`config.mk`:
```
export PLATFORM = sky130hd
export DESIGN_NAME = pipe_ena_top
export DESIGN_NICKNAME = d
export VERILOG_FILES = /design/src/rtl/pipe_ena_pkg.sv /design/src/rtl/pe_stage.sv /design/src/rtl/pe_lane_mask.sv /design/src/rtl/pipe_ena_top.sv
export SDC_FILE = /design/constraint.sdc
export NUM_CORES = 1
export LEC_CHECK = 0
export BUFFER_PORTS_ARGS = -buffer_cell sky130_fd_sc_hd__buf_2
export CAP_MARGIN = 20
export CORE_MARGIN = 1.5
export CORE_UTILIZATION = 40
export DETAILED_ROUTE_END_ITERATION = 12
export GPL_TIMING_DRIVEN = 0
export PLACE_DENSITY_LB_ADDON = 0.05
export SLEW_MARGIN = 20
export SYNTH_ARGS = -nofsm -noshare
export SYNTH_HDL_FRONTEND = slang
export SYNTH_SLANG_ARGS = --single-unit
```
`constraint.sdc`:
```
create_clock -name clk -period 2.78 [get_ports clk]
set_input_delay 0.417 -clock clk [delete_from_list [all_inputs] [get_ports clk]]
set_output_delay 0.417 -clock clk [all_outputs]
set_load 0.05 [all_outputs]
```
`src/rtl/pipe_ena_pkg.sv`:
```
package pipe_ena_pkg;

  // Output lane handling.
  typedef enum logic {
    OUT_BOXED = 1'b0,
    OUT_PLAIN = 1'b1
  } out_mode_e;

  // Width of the external enable port; stays at least one bit.
  function automatic int unsigned ext_width(input int unsigned stages);
    return (stages > 0) ? stages : 1;
  endfunction

endpackage

```
`src/rtl/pe_stage.sv`:
```
module pe_stage #(
  parameter int unsigned LANES  = 4,
  parameter int unsigned LANE_W = 8
) (
  input  logic                    clk,
  input  logic                    rst_n,
  input  logic                    up_valid,
  input  logic [LANES*LANE_W-1:0] up_data,
  input  logic [LANES-1:0]        up_lanes,
  output logic                    up_ready,
  input  logic                    ext_ena,
  input  logic                    down_ready,
  output logic                    q_valid,
  output logic [LANES*LANE_W-1:0] q_data,
  output logic [LANES-1:0]        q_lanes
);

  localparam int unsigned DW = LANES * LANE_W;

  // Stand-in arithmetic: every lane incremented by one.
  function automatic logic [DW-1:0] step_lanes(input logic [DW-1:0] w);
    logic [DW-1:0] r;
    for (int l = 0; l < int'(LANES); l++) begin
      r[l*LANE_W +: LANE_W] = w[l*LANE_W +: LANE_W] + LANE_W'(1);
    end
    return r;
  endfunction

  logic          v_q;
  logic [DW-1:0] d_q;
  logic [LANES-1:0] l_q;

  // Named internal events.
  logic stage_open;   // empty, or draining this cycle
  logic hs_load;      // handshake-derived enable
  logic any_load;     // combined enable
  logic vacate;       // content leaves, nothing replaces it

  assign stage_open = !v_q || down_ready;
  assign hs_load    = up_valid && stage_open;
  assign any_load   = hs_load || ext_ena;
  assign vacate     = stage_open && !any_load;

  always_ff @(posedge clk or negedge rst_n) begin
    if (!rst_n) begin
      v_q <= 1'b0;
      d_q <= '0;
      l_q <= '0;
    end else if (any_load) begin
      v_q <= up_valid;
      d_q <= step_lanes(up_data);
      l_q <= up_lanes;
    end else if (vacate) begin
      v_q <= 1'b0;
    end
  end

  assign up_ready = stage_open;
  assign q_valid  = v_q;
  assign q_data   = d_q;
  assign q_lanes  = l_q;

  // A stalled stage with no external pulse keeps its content.
  assert_stall_hold_R7: assert property (@(posedge clk) disable iff (!rst_n)
    (v_q && !down_ready && !ext_ena) |=> (v_q && $stable(d_q)));

  // An external pulse with no upstream valid loads the incremented word, marked empty.
  assert_ext_load_R6: assert property (@(posedge clk) disable iff (!rst_n)
    (ext_ena && !up_valid) |=> (!v_q && d_q == step_lanes($past(up_data))));

  // An offered word to an open stage is taken.
  assert_accept_R4: assert property (@(posedge clk) disable iff (!rst_n)
    (up_valid && up_ready) |=> v_q);

endmodule

```
`src/rtl/pe_lane_mask.sv`:
```
module pe_lane_mask #(
  parameter int unsigned LANES  = 4,
  parameter int unsigned LANE_W = 8,
  parameter bit          RAW    = 1'b0
) (
  input  logic                    valid,
  input  logic [LANES*LANE_W-1:0] data,
  input  logic [LANES-1:0]        lanes,
  output logic [LANES*LANE_W-1:0] masked
);

  function automatic logic [LANE_W-1:0] box_lane(input logic keep,
                                                 input logic [LANE_W-1:0] v);
    return keep ? v : {LANE_W{1'b1}};
  endfunction

  if (RAW) begin : g_plain
    logic unused_lanes;
    assign unused_lanes = valid ^ (^lanes);
    assign masked = data;
  end else begin : g_boxed
    for (genvar l = 0; l < int'(LANES); l++) begin : g_lane
      assign masked[l*LANE_W +: LANE_W] =
        box_lane(valid && lanes[l], data[l*LANE_W +: LANE_W]);
    end
  end

endmodule

```
`src/rtl/pipe_ena_top.sv`:
```
module pipe_ena_top import pipe_ena_pkg::*; #(
  parameter int unsigned NUM_STAGES = 3,
  parameter int unsigned NUM_LANES  = 4,
  parameter int unsigned LANE_W     = 8,
  parameter bit          OUT_RAW    = 1'b0,
  parameter int unsigned EXT_ENA_W  = ext_width(NUM_STAGES)
) (
  input  logic                        clk,
  input  logic                        rst_n,
  input  logic                        in_valid,
  output logic                        in_ready,
  input  logic [NUM_LANES*LANE_W-1:0] in_data,
  input  logic [NUM_LANES-1:0]        in_lanes,
  input  logic [EXT_ENA_W-1:0]        ext_ena,
  output logic                        out_valid,
  input  logic                        out_ready,
  output logic [NUM_LANES*LANE_W-1:0] out_data
);

  localparam int unsigned DW = NUM_LANES * LANE_W;
  localparam out_mode_e   MODE = OUT_RAW ? OUT_PLAIN : OUT_BOXED;

  logic          tail_valid;
  logic [DW-1:0] tail_data;
  logic [NUM_LANES-1:0] tail_lanes;
  logic          ext_any;

  assign ext_any = |ext_ena;

  if (NUM_STAGES == 0) begin : g_comb
    logic unused_ext;
    assign unused_ext = ext_any;
    assign tail_valid = in_valid;
    assign tail_data  = in_data;
    assign tail_lanes = in_lanes;
    assign in_ready   = out_ready;
  end else begin : g_pipe
    logic          ch_valid [NUM_STAGES+1];
    logic          ch_ready [NUM_STAGES+1];
    logic [DW-1:0] ch_data  [NUM_STAGES+1];
    logic [NUM_LANES-1:0] ch_lanes [NUM_STAGES+1];

    assign ch_valid[0] = in_valid;
    assign ch_data[0]  = in_data;
    assign ch_lanes[0] = in_lanes;
    assign ch_ready[NUM_STAGES] = out_ready;
    assign in_ready = ch_ready[0];

    for (genvar s = 0; s < int'(NUM_STAGES); s++) begin : g_stage
      pe_stage #(.LANES(NUM_LANES), .LANE_W(LANE_W)) u_stage (
        .clk       (clk),
        .rst_n     (rst_n),
        .up_valid  (ch_valid[s]),
        .up_data   (ch_data[s]),
        .up_lanes  (ch_lanes[s]),
        .up_ready  (ch_ready[s]),
        .ext_ena   (ext_ena[s]),
        .down_ready(ch_ready[s+1]),
        .q_valid   (ch_valid[s+1]),
        .q_data    (ch_data[s+1]),
        .q_lanes   (ch_lanes[s+1])
      );
    end

    assign tail_valid = ch_valid[NUM_STAGES];
    assign tail_data  = ch_data[NUM_STAGES];
    assign tail_lanes = ch_lanes[NUM_STAGES];

    // Output word held while stalled in handshake operation.
    assert_out_hold_R2: assert property (@(posedge clk) disable iff (!rst_n)
      (out_valid && !out_ready && !ext_any) |=> (out_valid && $stable(out_data)));
  end

  pe_lane_mask #(.LANES(NUM_LANES), .LANE_W(LANE_W), .RAW(MODE == OUT_PLAIN)) u_mask (
    .valid (tail_valid),
    .data  (tail_data),
    .lanes (tail_lanes),
    .masked(out_data)
  );

  assign out_valid = tail_valid;

  if (MODE == OUT_BOXED) begin : g_box_chk
    // Idle output is fully boxed.
    assert_box_idle_R5: assert property (@(posedge clk) disable iff (!rst_n)
      !out_valid |-> (out_data == {DW{1'b1}}));
  end

endmodule

```
==> impl_metrics.yaml, run 1 <==
status:
  outcome: "finished, final reports clean"
timing:
  tightest_slew_ns: 0.628
  skew_ns: 0.00827
  setup_viol_count_final: 0
  min_period_ns: 2.24
  period_share_pct: 80.7
  finalHoldViolCount: 0
  max_freq_mhz: 446
  final_max_slew_viol_count: 0
  relSlewSlack_pct: 58.1
  rsz0062_at_grt: "no"
  hold_slack_ns: 0.0687
setup_path:
  cp_data_required_time_ns: 2.36
  r2r_start: "g_pipe.g_stage[0].u_stage.q_valid$_DFFE_PN0P_"
  cp_max_fo: 10
  cpLargestDelayFamily: "buffers and inverters"
  worst_r2r_path_depth: 6
  cp-endpoint: "in_ready"
  path_class: "reg2out"
  crit_path_start_kind: "flip-flop"
  critPathBufInv: 3
  slowest_stage: "dfrtp_1"
  cp_cell_sequence: "buf_4, nand4b_4, clkbuf_1, buf_2"
  arrival_ns: 1.83
  rr_endpoint: "g_pipe.g_stage[0].u_stage.q_lanes[3]$_DFFE_PN0P_"
  cpPeakStageDelay_ns: 0.38
  critical_path_cell_count: 4
  startpoint: "g_pipe.g_stage[0].u_stage.q_valid$_DFFE_PN0P_"
  r2r_slack_ns: 1.06
  end_kind: "output pin"
clocking:
  postCtsHoldBufs: 0
  cts_resized: 0
  clock-sinks: 111
  post-cts-setup-buffer-count: 0
  root_buffer: "clkbuf_16"
  clkTransAtPathRegs_ns: 0.07
  tritoncts: "yes"
  numCtsBuffers: 9
  clock_latency_ns: 0.35
  htreeDepth: 3
  cts_buffer_depth: 2
synth:
  synth_area_sq_um: 5900
  synthTopCellsByArea: "dfrtp_1 47%, mux2_2 7.3%, a211oi_1 6.1%, a31oi_1 3.8%, or3_1 3.8%"
  synth_top_flop_cell: "dfrtp_1"
  synth_edf_count: 0
  syn-num-nets: 593
  ys_seq_elements: 111
  postSynthAreaPerCell_sq_um: 11.0
  yosysTopAreaCell: "dfrtp_1"
  async_flop_share_pct: 100
  synth_top_area_share_pct: 47.1
  ys_seq_area_share_pct: 47.1
  synth_most_common_cell: "dfrtp_1"
  synth_common_cells: "111 x dfrtp_1, 48 x a211oi_1, 40 x nand3_1, 38 x mux2_2"
  yosysWarnings: 0
  ys_types: 28
  synth_cells: 538
pwr:
  power_leakage_nw: 2.71
  power.density_nw_per_um2: 727
  power.switching_w: 0.00167
  internal_power_w: 0.00329
  vdd_drop_max_mv: 0.354
  switching_share_pct: 33.7
  p_clk_share_pct: 27.2
  sequentialPowerShare_pct: 45.5
  p_comb_share_pct: 27.3
route:
  via_per_inst: 5.40
  drc: 0
  wirelength_mm: 13.6
  drt_iter0_markers: 228
  first_pass_iters: 4
  ant_nets: 0
  vias: 4377
  wire_per_inst_um: 16.7
final_layout:
  num_antenna_cells: 0
  fin_util_pct: 47.2
  nFillCells: 1375
  regArea_sq_um: 2780
  nNetsFinal: 677
  area_growth_syn_to_layout_pct: 15.9
  drive_gt1_share_pct: 30.1
  multi_input_area_sq_um: 2890
global_routing:
  grt_pass1_vias: 4268
  grt_start_max_net_pins: 65
  grt_pass1_wl_mm: 22.6
  grt_usage_pct: 18.3
  grt-ovfl-total: 0
  antenna_found_initial: 0
floorplan:
  dieArea_sq_um: 15500
  pin_count: 77
  initial_core_util_pct: 40.7
  core_sq_um: 14500
  fp-row-count: 44
  die_w_um: 124
  dieHeight_um: 124
placed_design:
  place_hpwl_mm: 10.5
  portBuffers: 72
  gp_congestion: 0.749
job:
  maxCapViolCount: 0
min_path:
  hold_path_class: "in2async"
how the worst min path moves through the flow:
stage | cells past startpoint | to | slack, ns | from
after CTS | 1 | g_pipe.g_stage[2].u_stage.q_data[2]$_DFFE_PN0P_ | 0.07 | rst_n
after floorplan | 0 | g_pipe.g_stage[0].u_stage.q_data[0]$_DFFE_PN0P_ | 0.12 | rst_n
after global placement | 1 | g_pipe.g_stage[1].u_stage.q_lanes[0]$_DFFE_PN0P_ | 0.46 | g_pipe.g_stage[1].u_stage.q_lanes[0]$_DFFE_PN0P_
after detailed placement | 1 | g_pipe.g_stage[2].u_stage.q_data[2]$_DFFE_PN0P_ | 0.46 | rst_n
after global routing | 1 | g_pipe.g_stage[2].u_stage.q_data[2]$_DFFE_PN0P_ | 0.11 | rst_n
final | 1 | g_pipe.g_stage[2].u_stage.q_data[2]$_DFFE_PN0P_ | 0.07 | rst_n
layout make-up:
class | instances | share of cell area, %
Sequential cell | 111 | 40.7
Multi-Input combinational cell | 390 | 42.3
Inverter | 8 | 0.440
Clock buffer | 13 | 3.96
Tap cell | 184 | 3.37
Clock inverter | 3 | 0.586
Buffer | 29 | 2.88
Timing Repair Buffer | 73 | 5.77
power groups by stage:
stage | clock [W] | sequential [W] | combinational [W]
floorplan | 0 | 0.00218 | 0.00105
global placement | 0 | 0.00227 | 0.00134
global route | 0.00145 | 0.00232 | 0.00148
CTS | 0.00139 | 0.00226 | 0.00138
detailed placement | 0 | 0.00230 | 0.00137
finish | 0.00135 | 0.00226 | 0.00135
placed cells by master (no fill, tap or decap):
cell and instances:
dfrtp_1 111, buf_2 75, a211oi_1 48, nand3_1 40
mux2_2 38, o21ai_0 36, or3_1 36, a31oi_1 36
or2_2 32, xnor2_1 23, nand2_1 20, mux2_4 13
xor2_1 13, clkbuf_1 12, a21oi_1 12, nand4_1 12
ha_1 12, buf_6 11, clkbuf_16 9, inv_1 8
mux2_1 8, a21o_1 3, o21bai_1 3, clkbuf_8 3
buf_4 2, buf_1 2, nand2b_1 2, clkinv_2 2
nand4b_4 1, nand3b_4 1, mux2i_1 1, bufinv_16 1
buf_16 1
routing by layer:
layer	routed length (um)	up-vias	GRT usage [%]
met3	399	11	2.88
met2	6080	72	28.2
met4	213	0	6.49
met5	0	-	0
met1	6880	2105	26.2
li1	-	2189	-
metrics by stage:
stage / worst slack, ns / cell area [sq um] / power (W) / TNS [ns] / cells
after floorplan: 0.791 / 5900 / 0.00324 / 0 / 538
after global placement: -0.0948 / 6490 / 0.00361 / -9.25 / 794
after detailed placement: 0.866 / 6520 / 0.00367 / 0 / 795
after CTS: 0.520 / 6830 / 0.00503 / 0 / 811
after global routing: 0.452 / 6830 / 0.00525 / 0 / 811
final: 0.538 / 6830 / 0.00497 / 0 / 811
logic make-up (layout without fill, tap and decap cells):
group	count (synthesis)	in the layout	share of synthesized area [%]
compound gates	138	138	14.8
fa+ha+maj	12	12	2.55
mux	60	60	12.3
buf+inv	37	126	3.84
xor+xnor	36	36	5.35
simple gates	144	144	14.1
flops	111	111	47.1
flip-flops by register name, summed over array words and instances, names as in the netlist:
signal                          flops
g_pipe.g_stage.u_stage.q_data      96
g_pipe.g_stage.u_stage.q_lanes     12
g_pipe.g_stage.u_stage.q_valid      3
Power figures use the tool's default switching activity.
==> inputs of run 2 (changes only) <==
--- a/config.mk
+++ b/config.mk
@@ -5,6 +5,7 @@
 export SDC_FILE = /design/constraint.sdc
 export NUM_CORES = 1
 export LEC_CHECK = 0
+export ABC_AREA = 1
 export BUFFER_PORTS_ARGS = -buffer_cell sky130_fd_sc_hd__buf_2
 export CAP_MARGIN = 20
 export CORE_MARGIN = 1.5
==> constraint.sdc (replaced) <==
create_clock -name clk -period 1.8 [get_ports clk]
set_input_delay 0.27 -clock clk [delete_from_list [all_inputs] [get_ports clk]]
set_output_delay 0.27 -clock clk [all_outputs]
set_load 0.05 [all_outputs]
==> run 2 against run 1 <==
Net effect:
- sequential share of layout area fell by 0.86 points
- global-route usage fell by 0.27 points
- register-to-register slack worse by 0.89 ns
- critical path type unchanged
- largest cell class unchanged
- die area increased by 1.8%
==> impl_metrics.yaml, run 2 <==
status:
  outcome: "finished, final reports clean"
placed_design:
  gp_congestion: 0.806
  portBuffers: 76
  place_hpwl_mm: 10.7
  place_ws_ns: 0.0503
  postPlaceCellArea_sq_um: 6660
route:
  first_pass_iters: 4
  drt_iter0_markers: 304
  wire_per_inst_um: 12.5
  vias: 5124
  drc: 0
  wirelength_mm: 13.7
  ant_nets: 0
  via_per_inst: 4.70
synth:
  yosysWarnings: 0
  syn-num-nets: 865
  synth_most_common_cell: "nand2_1"
  yosysTopAreaCell: "dfrtp_1"
  synth_edf_count: 0
  ys_types: 21
  ys_seq_area_share_pct: 46.3
  synth_top_flop_cell: "dfrtp_1"
  synth_top_area_share_pct: 46.3
  synth_common_cells: "332 x nand2_1, 111 x dfrtp_1, 111 x nand3_1, 70 x inv_1, 39 x nor2_1"
  synth_area_sq_um: 6010
  synthTopCellsByArea: "dfrtp_1 46%, nand2_1 21%, nand3_1 9.3%, inv_1 4.4%, xor2_1 3.2%"
  ys_seq_elements: 111
  synth_cells: 810
  async_flop_share_pct: 100
  postSynthAreaPerCell_sq_um: 7.41
clocking:
  cts_buffer_depth: 2
  clock_latency_ns: 0.34
  clock-sinks: 111
  htreeDepth: 3
  tritoncts: "yes"
  root_buffer: "clkbuf_16"
  clkTransAtPathRegs_ns: 0.07
  numCtsBuffers: 9
pwr:
  sequentialPowerShare_pct: 46.8
  power.density_nw_per_um2: 1000
  switching_share_pct: 34.2
  vdd_drop_max_mv: 0.517
  power_leakage_nw: 3.65
  p_total_w: 0.00699
  power.switching_w: 0.00239
  p_clk_share_pct: 28.2
  p_comb_share_pct: 25.0
  internal_power_w: 0.00460
job:
  maxCapViolCount: 0
floorplan:
  dieArea_sq_um: 15800
  pin_count: 77
  core_sq_um: 14600
  dieHeight_um: 126
  initial_core_util_pct: 41.2
  fp-row-count: 44
  die_w_um: 126
final_layout:
  layout.cells.most_common_list: "331 x nand2_1, 111 x nand3_1, 110 x dfrtp_1, 90 x buf_2, 70 x inv_1"
  regArea_sq_um: 2780
  multi_input_area_sq_um: 2860
  nFillCells: 1457
  layout_commonest_cell: "nand2_1"
  area_growth_syn_to_layout_pct: 16.3
  drive_gt1_share_pct: 15.0
  final_area_sq_um: 6980
  largest_reg_flops: 96
  num_antenna_cells: 0
  nNetsFinal: 956
timing:
  rsz0062_at_grt: "no"
  hold_slack_ns: 0.125
  period_share_pct: 94.5
  worst_slack_ns: 0.0987
  finalHoldViolCount: 0
  skew_ns: 0.00604
  relSlewSlack_pct: 65.8
  min_period_ns: 1.70
  max_freq_mhz: 588
  final_max_slew_viol_count: 0
  setup_viol_count_final: 0
  tightest_slew_ns: 0.513
global_routing:
  grt-ovfl-total: 0
  grt_pass1_vias: 4985
  grt_pass1_wl_mm: 23.4
  grt_start_max_net_pins: 79
  antenna_found_initial: 0
  grt_usage_pct: 18.0
setup_path:
  cpPeakStageDelay_ns: 0.44
  path_class: "reg2out"
  cp_data_required_time_ns: 1.53
  arrival_ns: 1.43
  crit_path_start_kind: "flip-flop"
  critPathBufInv: 1
  worst_r2r_path_depth: 7
  slowest_stage: "dfrtp_2"
  cpLargestDelayFamily: "flip-flops"
  cp_cell_sequence: "nand2_1, or2_2, buf_2"
  cp_max_fo: 6
  end_kind: "output pin"
  critical_path_cell_count: 3
min_path:
  hold_path_class: "in2reg"
  hold_depth: 3
==> run 2: cell types whose count changed in the layout (fill, tap and decap cells not counted), moves of 36 or more <==
cell      previous run  this run
mux2_2              38         0
nor2_1               0        39
inv_1                8        70
nand3_1             40       111
nand2_1             20       331
a31oi_1             36         0
a211oi_1            48         0
or3_1               36         0
==> run 2: per-stage QoR <==
stage | utilization [%] | instances | setup TNS (ns)
after floorplan | - | 810 | 0
after global placement | 45.4 | 1070 | -87.74
after detailed placement | 45.6 | 1071 | 0
after CTS | 47.8 | 1090 | 0
after global routing | 47.9 | 1090 | 0
final | 47.9 | 1090 | 0
==> run 2: final cells by class <==
cell class | count | share of cell area, %
Clock inverter | 4 | 0.645
Timing Repair Buffer | 80 | 6.29
Tap cell | 184 | 3.30
Inverter | 72 | 3.87
Sequential cell | 111 | 39.8
Multi-Input combinational cell | 604 | 41.0
Buffer | 23 | 1.59
Clock buffer | 12 | 3.53
==> run 2: final timing paths <==
path	from	endpoint	slack, ns
worst min-delay path	in_lanes[3]	g_pipe.g_stage[0].u_stage.q_lanes[3]$_DFFE_PN0P_	0.13
min in group asynchronous	rst_n	g_pipe.g_stage[2].u_stage.q_data[28]$_DFFE_PN0P_	0.38
worst max-delay path	g_pipe.g_stage[2].u_stage.q_valid$_DFFE_PN0P_	out_data[23]	0.1
worst max register to register	g_pipe.g_stage[2].u_stage.q_valid$_DFFE_PN0P_	g_pipe.g_stage[2].u_stage.q_data[14]$_DFFE_PN0P_	0.17
worst min register to register	g_pipe.g_stage[2].u_stage.q_data[15]$_DFFE_PN0P_	g_pipe.g_stage[2].u_stage.q_data[15]$_DFFE_PN0P_	0.47
max in group asynchronous	rst_n	g_pipe.g_stage[0].u_stage.q_data[0]$_DFFE_PN0P_	0.76
==> run 2: kinds of logic after synthesis <==
logic type               Yosys count  synth area share [%]
XOR/XNOR                          32                  4.67
AO/OA/AOI/OAI                     56                  5.27
flip-flops                       111                  46.2
buffers and inverters             95                  6.31
AND/OR/NAND/NOR                  504                  35.0
adder cells (fa/ha/maj)           12                  2.50
==> run 2: tightest hold or removal path: cells and delay by family <==
| kind | cells | cell delay [ns] |
|---|---|---|
| buf+inv | 1 | 0.07 |
| simple gates | 2 | 0.09 |
==> run 2: repair_timing <==
action                                  4_1_cts  5_1_grt
gates resized for setup                       2        4
hold buffers                                  1        0
buffers inserted                              2        0
endpoints found under the setup margin       32        6
gates cloned                                  0        0
endpoints found under the hold margin        33        0
==> run 2: power groups by stage <==
stage	clock network [W]	logic (W)	registers, W
after floorplan	0	0.00129	0.00321
after global placement	0	0.00170	0.00330
after detailed placement	0	0.00175	0.00331
after CTS	0.00202	0.00177	0.00327
after global routing	0.00214	0.00198	0.00333
final	0.00197	0.00174	0.00327
==> run 2: metal layers <==
metal / vias up / wire, um / GRT usage, %
met5: - / 0 / 0
met2: 90 / 5990 / 29.2
li1: 2739 / - / -
met4: 0 / 195 / 5.61
met1: 2282 / 7110 / 25.5
met3: 13 / 375 / 1.84
